--- src/rtl/mtg_pkg.sv ---
package mtg_pkg;
  typedef enum logic [1:0] {
    GATE_IDLE = 2'd0,
    GATE_PRE  = 2'd1,
    GATE_DATA = 2'd2
  } gate_state_e;
endpackage

--- src/rtl/mtg_delay_timer.sv ---
// Cut-through start delay: armed by a rising rx_dv, counts down to zero.
module mtg_delay_timer #(
  parameter int CNT_W = 10
) (
  input  logic             clk,
  input  logic             rst,
  input  logic             rx_dv,
  input  logic [CNT_W-1:0] dly_cfg,
  output logic             dv_rise,
  output logic             expired
);
  logic             dv_q;
  logic [CNT_W-1:0] remain;

  assign dv_rise = rx_dv & ~dv_q;
  assign expired = (remain == '0);

  always_ff @(posedge clk) begin
    if (rst) begin
      dv_q   <= 1'b0;
      remain <= '0;
    end else begin
      dv_q <= rx_dv;
      if (dv_rise) begin
        remain <= dly_cfg;
      end else if (remain != '0) begin
        remain <= remain - 1'b1;
      end
    end
  end


  dly_countdown_chk: assert property (@(posedge clk) disable iff (rst)
    (!dv_rise && !expired) |=> (remain == $past(remain) - 1'b1));
endmodule

--- src/rtl/mtg_ipg_timer.sv ---
// Idle-gap counter: cleared while the port transmits, saturates at the programmed gap.
module mtg_ipg_timer #(
  parameter int CNT_W = 10
) (
  input  logic             clk,
  input  logic             rst,
  input  logic             tx_en_nxt,
  input  logic [CNT_W-1:0] ipg_cfg,
  output logic             expired
);
  logic [CNT_W-1:0] gap_cnt;

  assign expired = (gap_cnt >= ipg_cfg);

  always_ff @(posedge clk) begin
    if (rst) begin
      gap_cnt <= '1;
    end else if (tx_en_nxt) begin
      gap_cnt <= '0;
    end else if (gap_cnt < ipg_cfg) begin
      gap_cnt <= gap_cnt + 1'b1;
    end
  end


  ipg_stays_open_chk: assert property (@(posedge clk) disable iff (rst)
    (!tx_en_nxt && expired) |=> (expired || (ipg_cfg != $past(ipg_cfg))));
endmodule

--- src/rtl/mtg_preamble.sv ---
// Generated preamble: PRE_LEN-1 filler nibbles then one delimiter nibble.
module mtg_preamble #(
  parameter int          NIB_W   = 4,
  parameter int          PRE_LEN = 16,
  parameter logic [3:0]  PRE_NIB = 4'h5,
  parameter logic [3:0]  SFD_NIB = 4'hD
) (
  input  logic             clk,
  input  logic             rst,
  input  logic             load,
  input  logic             abort,
  output logic             active,
  output logic [NIB_W-1:0] nibble,
  output logic             last
);
  localparam int               IDX_W   = $clog2(PRE_LEN);
  localparam logic [IDX_W-1:0] LAST_IX = IDX_W'(PRE_LEN - 1);
  localparam logic [IDX_W-1:0] PREV_IX = IDX_W'(PRE_LEN - 2);
  localparam logic [NIB_W-1:0] FILL_V  = NIB_W'(PRE_NIB);
  localparam logic [NIB_W-1:0] DELIM_V = NIB_W'(SFD_NIB);

  logic [IDX_W-1:0] idx;

  assign last = active & (idx == LAST_IX);

  always_ff @(posedge clk) begin
    if (rst) begin
      active <= 1'b0;
      idx    <= '0;
      nibble <= '0;
    end else if (abort) begin
      active <= 1'b0;
      nibble <= '0;
    end else if (load) begin
      active <= 1'b1;
      idx    <= '0;
      nibble <= FILL_V;
    end else if (active) begin
      if (idx == LAST_IX) begin
        active <= 1'b0;
        nibble <= '0;
      end else begin
        idx    <= idx + 1'b1;
        nibble <= (idx == PREV_IX) ? DELIM_V : FILL_V;
      end
    end
  end


  delim_at_end_chk: assert property (@(posedge clk) disable iff (rst)
    (active && nibble == DELIM_V) |-> (idx == LAST_IX));
endmodule

--- src/rtl/mii_tx_start_gate.sv ---
module mii_tx_start_gate #(
  parameter int         CNT_W   = 10,
  parameter int         NIB_W   = 4,
  parameter int         PRE_LEN = 16,
  parameter logic [3:0] PRE_NIB = 4'h5,
  parameter logic [3:0] SFD_NIB = 4'hD
) (
  input  logic             clk,
  input  logic             rst,
  input  logic             tx_enable,
  input  logic             self_clr_mode,
  input  logic             auto_pre_en,
  input  logic [CNT_W-1:0] start_dly,
  input  logic [CNT_W-1:0] min_ipg,
  input  logic             rx_dv,
  input  logic             cmp_permit,
  input  logic             fifo_empty,
  input  logic             fifo_eof,
  output logic             tx_en,
  output logic             tx_start,
  output logic             fifo_rd,
  output logic             pre_sel,
  output logic [NIB_W-1:0] pre_nibble,
  output logic             en_clr
);
  import mtg_pkg::*;

  gate_state_e state, state_nxt;
  logic dv_rise, dly_ok, ipg_ok, pre_last;
  logic go, stop, eof_done, tx_en_nxt, permit_ok;

  mtg_delay_timer #(.CNT_W(CNT_W)) u_dly (
    .clk(clk), .rst(rst), .rx_dv(rx_dv), .dly_cfg(start_dly),
    .dv_rise(dv_rise), .expired(dly_ok)
  );

  mtg_ipg_timer #(.CNT_W(CNT_W)) u_ipg (
    .clk(clk), .rst(rst), .tx_en_nxt(tx_en_nxt), .ipg_cfg(min_ipg),
    .expired(ipg_ok)
  );

  mtg_preamble #(
    .NIB_W(NIB_W), .PRE_LEN(PRE_LEN), .PRE_NIB(PRE_NIB), .SFD_NIB(SFD_NIB)
  ) u_pre (
    .clk(clk), .rst(rst), .load(go & auto_pre_en), .abort(stop),
    .active(pre_sel), .nibble(pre_nibble), .last(pre_last)
  );

  assign permit_ok = ~self_clr_mode | cmp_permit;
  assign go        = (state == GATE_IDLE) & tx_enable & ~fifo_empty & ipg_ok
                   & dly_ok & ~dv_rise & permit_ok;
  assign stop      = (state != GATE_IDLE) & ~tx_enable;
  assign fifo_rd   = (state == GATE_DATA) & tx_enable & ~fifo_empty;
  assign eof_done  = fifo_rd & fifo_eof;

  always_comb begin
    state_nxt = state;
    unique case (state)
      GATE_IDLE: if (go) state_nxt = auto_pre_en ? GATE_PRE : GATE_DATA;
      GATE_PRE: begin
        if (stop)          state_nxt = GATE_IDLE;
        else if (pre_last) state_nxt = GATE_DATA;
      end
      GATE_DATA: begin
        if (stop)          state_nxt = GATE_IDLE;
        else if (eof_done) state_nxt = GATE_IDLE;
      end
      default: state_nxt = GATE_IDLE;
    endcase
  end

  assign tx_en_nxt = (state_nxt != GATE_IDLE);

  always_ff @(posedge clk) begin
    if (rst) begin
      state    <= GATE_IDLE;
      tx_en    <= 1'b0;
      tx_start <= 1'b0;
      en_clr   <= 1'b0;
    end else begin
      state    <= state_nxt;
      tx_en    <= tx_en_nxt;
      tx_start <= go;
      en_clr   <= eof_done & self_clr_mode;
    end
  end


  start_on_rise_chk: assert property (@(posedge clk) disable iff (rst)
    tx_start |-> (tx_en && !$past(tx_en)));

  start_needs_data_chk: assert property (@(posedge clk) disable iff (rst)
    $rose(tx_en) |-> !$past(fifo_empty));

  start_needs_enable_chk: assert property (@(posedge clk) disable iff (rst)
    $rose(tx_en) |-> $past(tx_enable));

  start_needs_permit_chk: assert property (@(posedge clk) disable iff (rst)
    ($rose(tx_en) && $past(self_clr_mode)) |-> $past(cmp_permit));

  end_cause_chk: assert property (@(posedge clk) disable iff (rst)
    $fell(tx_en) |-> $past(!tx_enable || (fifo_rd && fifo_eof)));

  clr_single_chk: assert property (@(posedge clk) disable iff (rst)
    en_clr |=> !en_clr);

  no_read_in_pre_chk: assert property (@(posedge clk) disable iff (rst)
    pre_sel |-> !fifo_rd);
endmodule

--- config.mk ---
export PLATFORM = sky130hd
export DESIGN_NAME = mii_tx_start_gate
export DESIGN_NICKNAME = d
export VERILOG_FILES = /design/src/rtl/mtg_pkg.sv /design/src/rtl/mtg_delay_timer.sv /design/src/rtl/mtg_ipg_timer.sv /design/src/rtl/mtg_preamble.sv /design/src/rtl/mii_tx_start_gate.sv
export SDC_FILE = /design/constraint.sdc
export NUM_CORES = 1
export LEC_CHECK = 0
export BUFFER_PORTS_ARGS = -buffer_cell sky130_fd_sc_hd__buf_4
export CAP_MARGIN = 5
export CORE_UTILIZATION = 59
export DETAILED_ROUTE_END_ITERATION = 10
export PLACE_DENSITY = 0.82
export SLEW_MARGIN = 5
export SYNTH_ARGS = -nofsm -noshare
export SYNTH_HDL_FRONTEND = slang
export SYNTH_SLANG_ARGS = --single-unit
--- constraint.sdc ---
create_clock -name clk -period 7.16 [get_ports clk]
set_input_delay 2.148 -clock clk [delete_from_list [all_inputs] [get_ports clk]]
set_output_delay 2.148 -clock clk [all_outputs]
set_load 0.005 [all_outputs]
==> run metrics <==
Crit. End Element=output pin; Cells after DPL=299; Die Y=58.7 um; synth cell count leaders=33 x dfxtp_1, 24 x nor2_1, 20 x inv_1; max cap viols=0; Fin Hold WS=0.503 ns; PwrDens=271 nW/um^2; final setup fails=0; Post-Synth Adder-Cell Area=0.0923; share of cells above drive strength 1=0.183; Critical Path RT=5.01 ns; later-pin clock latency in the skew report=0.33 ns; vias in the first global route=1594; Main synth FF type=dfxtp_1; ANT nets after route=0; post-route worst setup slack=2.33 ns; period utilisation layout=0.675; first-pass GRT wire length=~6.4 mm; Post-CTS Hold Fix Bufs=0; Area contributors post-synth=dfxtp_1 35%, ha_1 9.2%, xnor2_1 6.5%; Setup CP Type=in2out; setup tns final=0 ns; root buffer cell=clkbuf_4; setup slack after placement=2.32 ns; WP data arrival=2.69 ns; Synth top area share=0.348; cell row count=20; Ant. Diodes=0; syn_area_per_cell=8.36 sq um; ys async rst share=0; WL/cell=12.2 um; Final Core Density=0.732; non-filler cells, final=just over 300; starting density of the core=0.622; RePlAce Congestion=0.832; worst-margin pin slew=0.610 ns; HP Class=reg2reg; total wire length=3.73 mm; post-synthesis sequential area ratio=0.348; Vias=approximately 1700; Layout Nets=about 300; DR DRC count=0; RSZ-0062 raised after global routing=false; critical path peak fanout=3; Post-CTS Setup Bufs=0; Die ar.=3450 sq um; Setup Skew=0.00426 ns; I/O pins=38; initial antenna violation count=0; H-tree depth=2; largest net degree at the start of global routing=19; post-cts repair resize count=0; Yosys reg bits=33; critical path startpoint category=input port; area leader, netlist=dfxtp_1; Total GRT Usage=0.245; clk sink count=33; Syn Inst Count=around 230; TritonRoute pass-1 iters=4; XOR/XNOR share of the synthesized area=0.0877; number of fill cells=291; Area Growth Syn to Fin=17.7%; P_leak=~1 nW; simple logic cell fraction of the synthesized area=0.245; top-count cell post-synth=dfxtp_1; Max-slew headroom=0.593; DP Wirelength=2.85 mm; Die X=between 50 and 60 um; outcome=complete, no violations; Synth Cell Area=1900 sq um; synthesis warning total=0; DRT iter0 DRCs=93; Mapped Nets=270; Max IR drop VDD=0.169 mV; core area=between 3000 and 4000 sq um; crit path time final=approximately 4.8 ns; Max Root-Sink Buffers=2; GRT Residual Overflow=0; Max Clk Rate=0.207 GHz; Num CTS Buffers=5; Synth cell types=42; post-route total power=just over 600 uW; EDFF count, synth=0; Final Hold Fails=0; placed inst area=2180 sq um; Clock transition at path regs=roughly 0.090 ns; final instance area=2230 sq um; vias per inst=~5.5; Synth Area in Compound Gates=0.156; largest family of logic cells by synthesized area=simple AND/OR/NAND/NOR gates; CTS tree=yes; # port buffers=36; Slew Viols, Final=0; mux share of post-synthesis cell area=0.00527; flop-to-flop setup slack=4.62 ns
-- area by class of cell --
| type | instances | area (sq um) | area share |
|---|---|---|---|
| inverter | 20 | 75.1 | 0.0336 |
| sequential | 33 | 661 | 0.296 |
| clock buffer | 7 | 55.1 | 0.0246 |
| multi-input combinational | 166 | 1120 | 0.500 |
| timing repair buffer | 36 | 270 | 0.121 |
| tap | 44 | 55.1 | 0.0246 |
-- critical path: stages --
cell	delay (ns)
buf_4	0.11
nor2b_1	0.16
and2_1	0.16
buf_4	0.11
-- power breakdown --
part           internal [mW]  switching, mW  total (mW)  leakage (nW)
logic                  0.123          0.122       0.246         0.683
registers              0.216         0.0402       0.256         0.271
clock network         0.0463         0.0566       0.103        0.0314
-- cell families after synthesis --
family | after synthesis
other | 1
AND/OR/NAND/NOR | 88
adder cells (fa/ha/maj) | 14
flip-flops | 33
multiplexers | 1
XOR/XNOR | 19
buffers and inverters | 28
AO/OA/AOI/OAI | 43
-- per-layer routing --
metal | routed length, um | global-route usage | up-vias
met5 | 0 | 0 | -
met4 | 46 | 0.0850 | 0
met3 | 191 | 0.0681 | 5
met2 | 1830 | 0.432 | 45
met1 | 1660 | 0.284 | 778
li1 | - | - | 864
-- layout by cell type, fill, tap and decap left out, types with 8 or more instances in the layout --
master / instances
xnor2_1: 14
a211oi_1: 9
nand4_1: 8
dfxtp_1: 33
ha_1: 14
nor2_1: 24
inv_1: 20
nor3_1: 8
buf_4: 36
nand2_1: 16
a21oi_1: 18
-- path summary, 6_finish.rpt --
| path | cells past startpoint | from | end |
|---|---|---|---|
| setup / recovery | 4 | fifo_empty | fifo_rd |
| hold / removal | 2 | u_pre.nibble[0] | u_pre.nibble[0] |
| setup reg to reg | 7 | u_ipg.gap_cnt[3] | u_ipg.gap_cnt[9] |
| hold reg to reg | 2 | u_pre.nibble[0] | u_pre.nibble[0] |
-- registers in the layout (all words and copies together) (netlist names), 2 cells and up --
| signal | count |
|---|---|
| u_dly.remain | 10 |
| u_pre.nibble | 2 |
| u_ipg.gap_cnt | 10 |
| state | 2 |
| u_pre.idx | 4 |
Power figures use the tool's default switching activity.
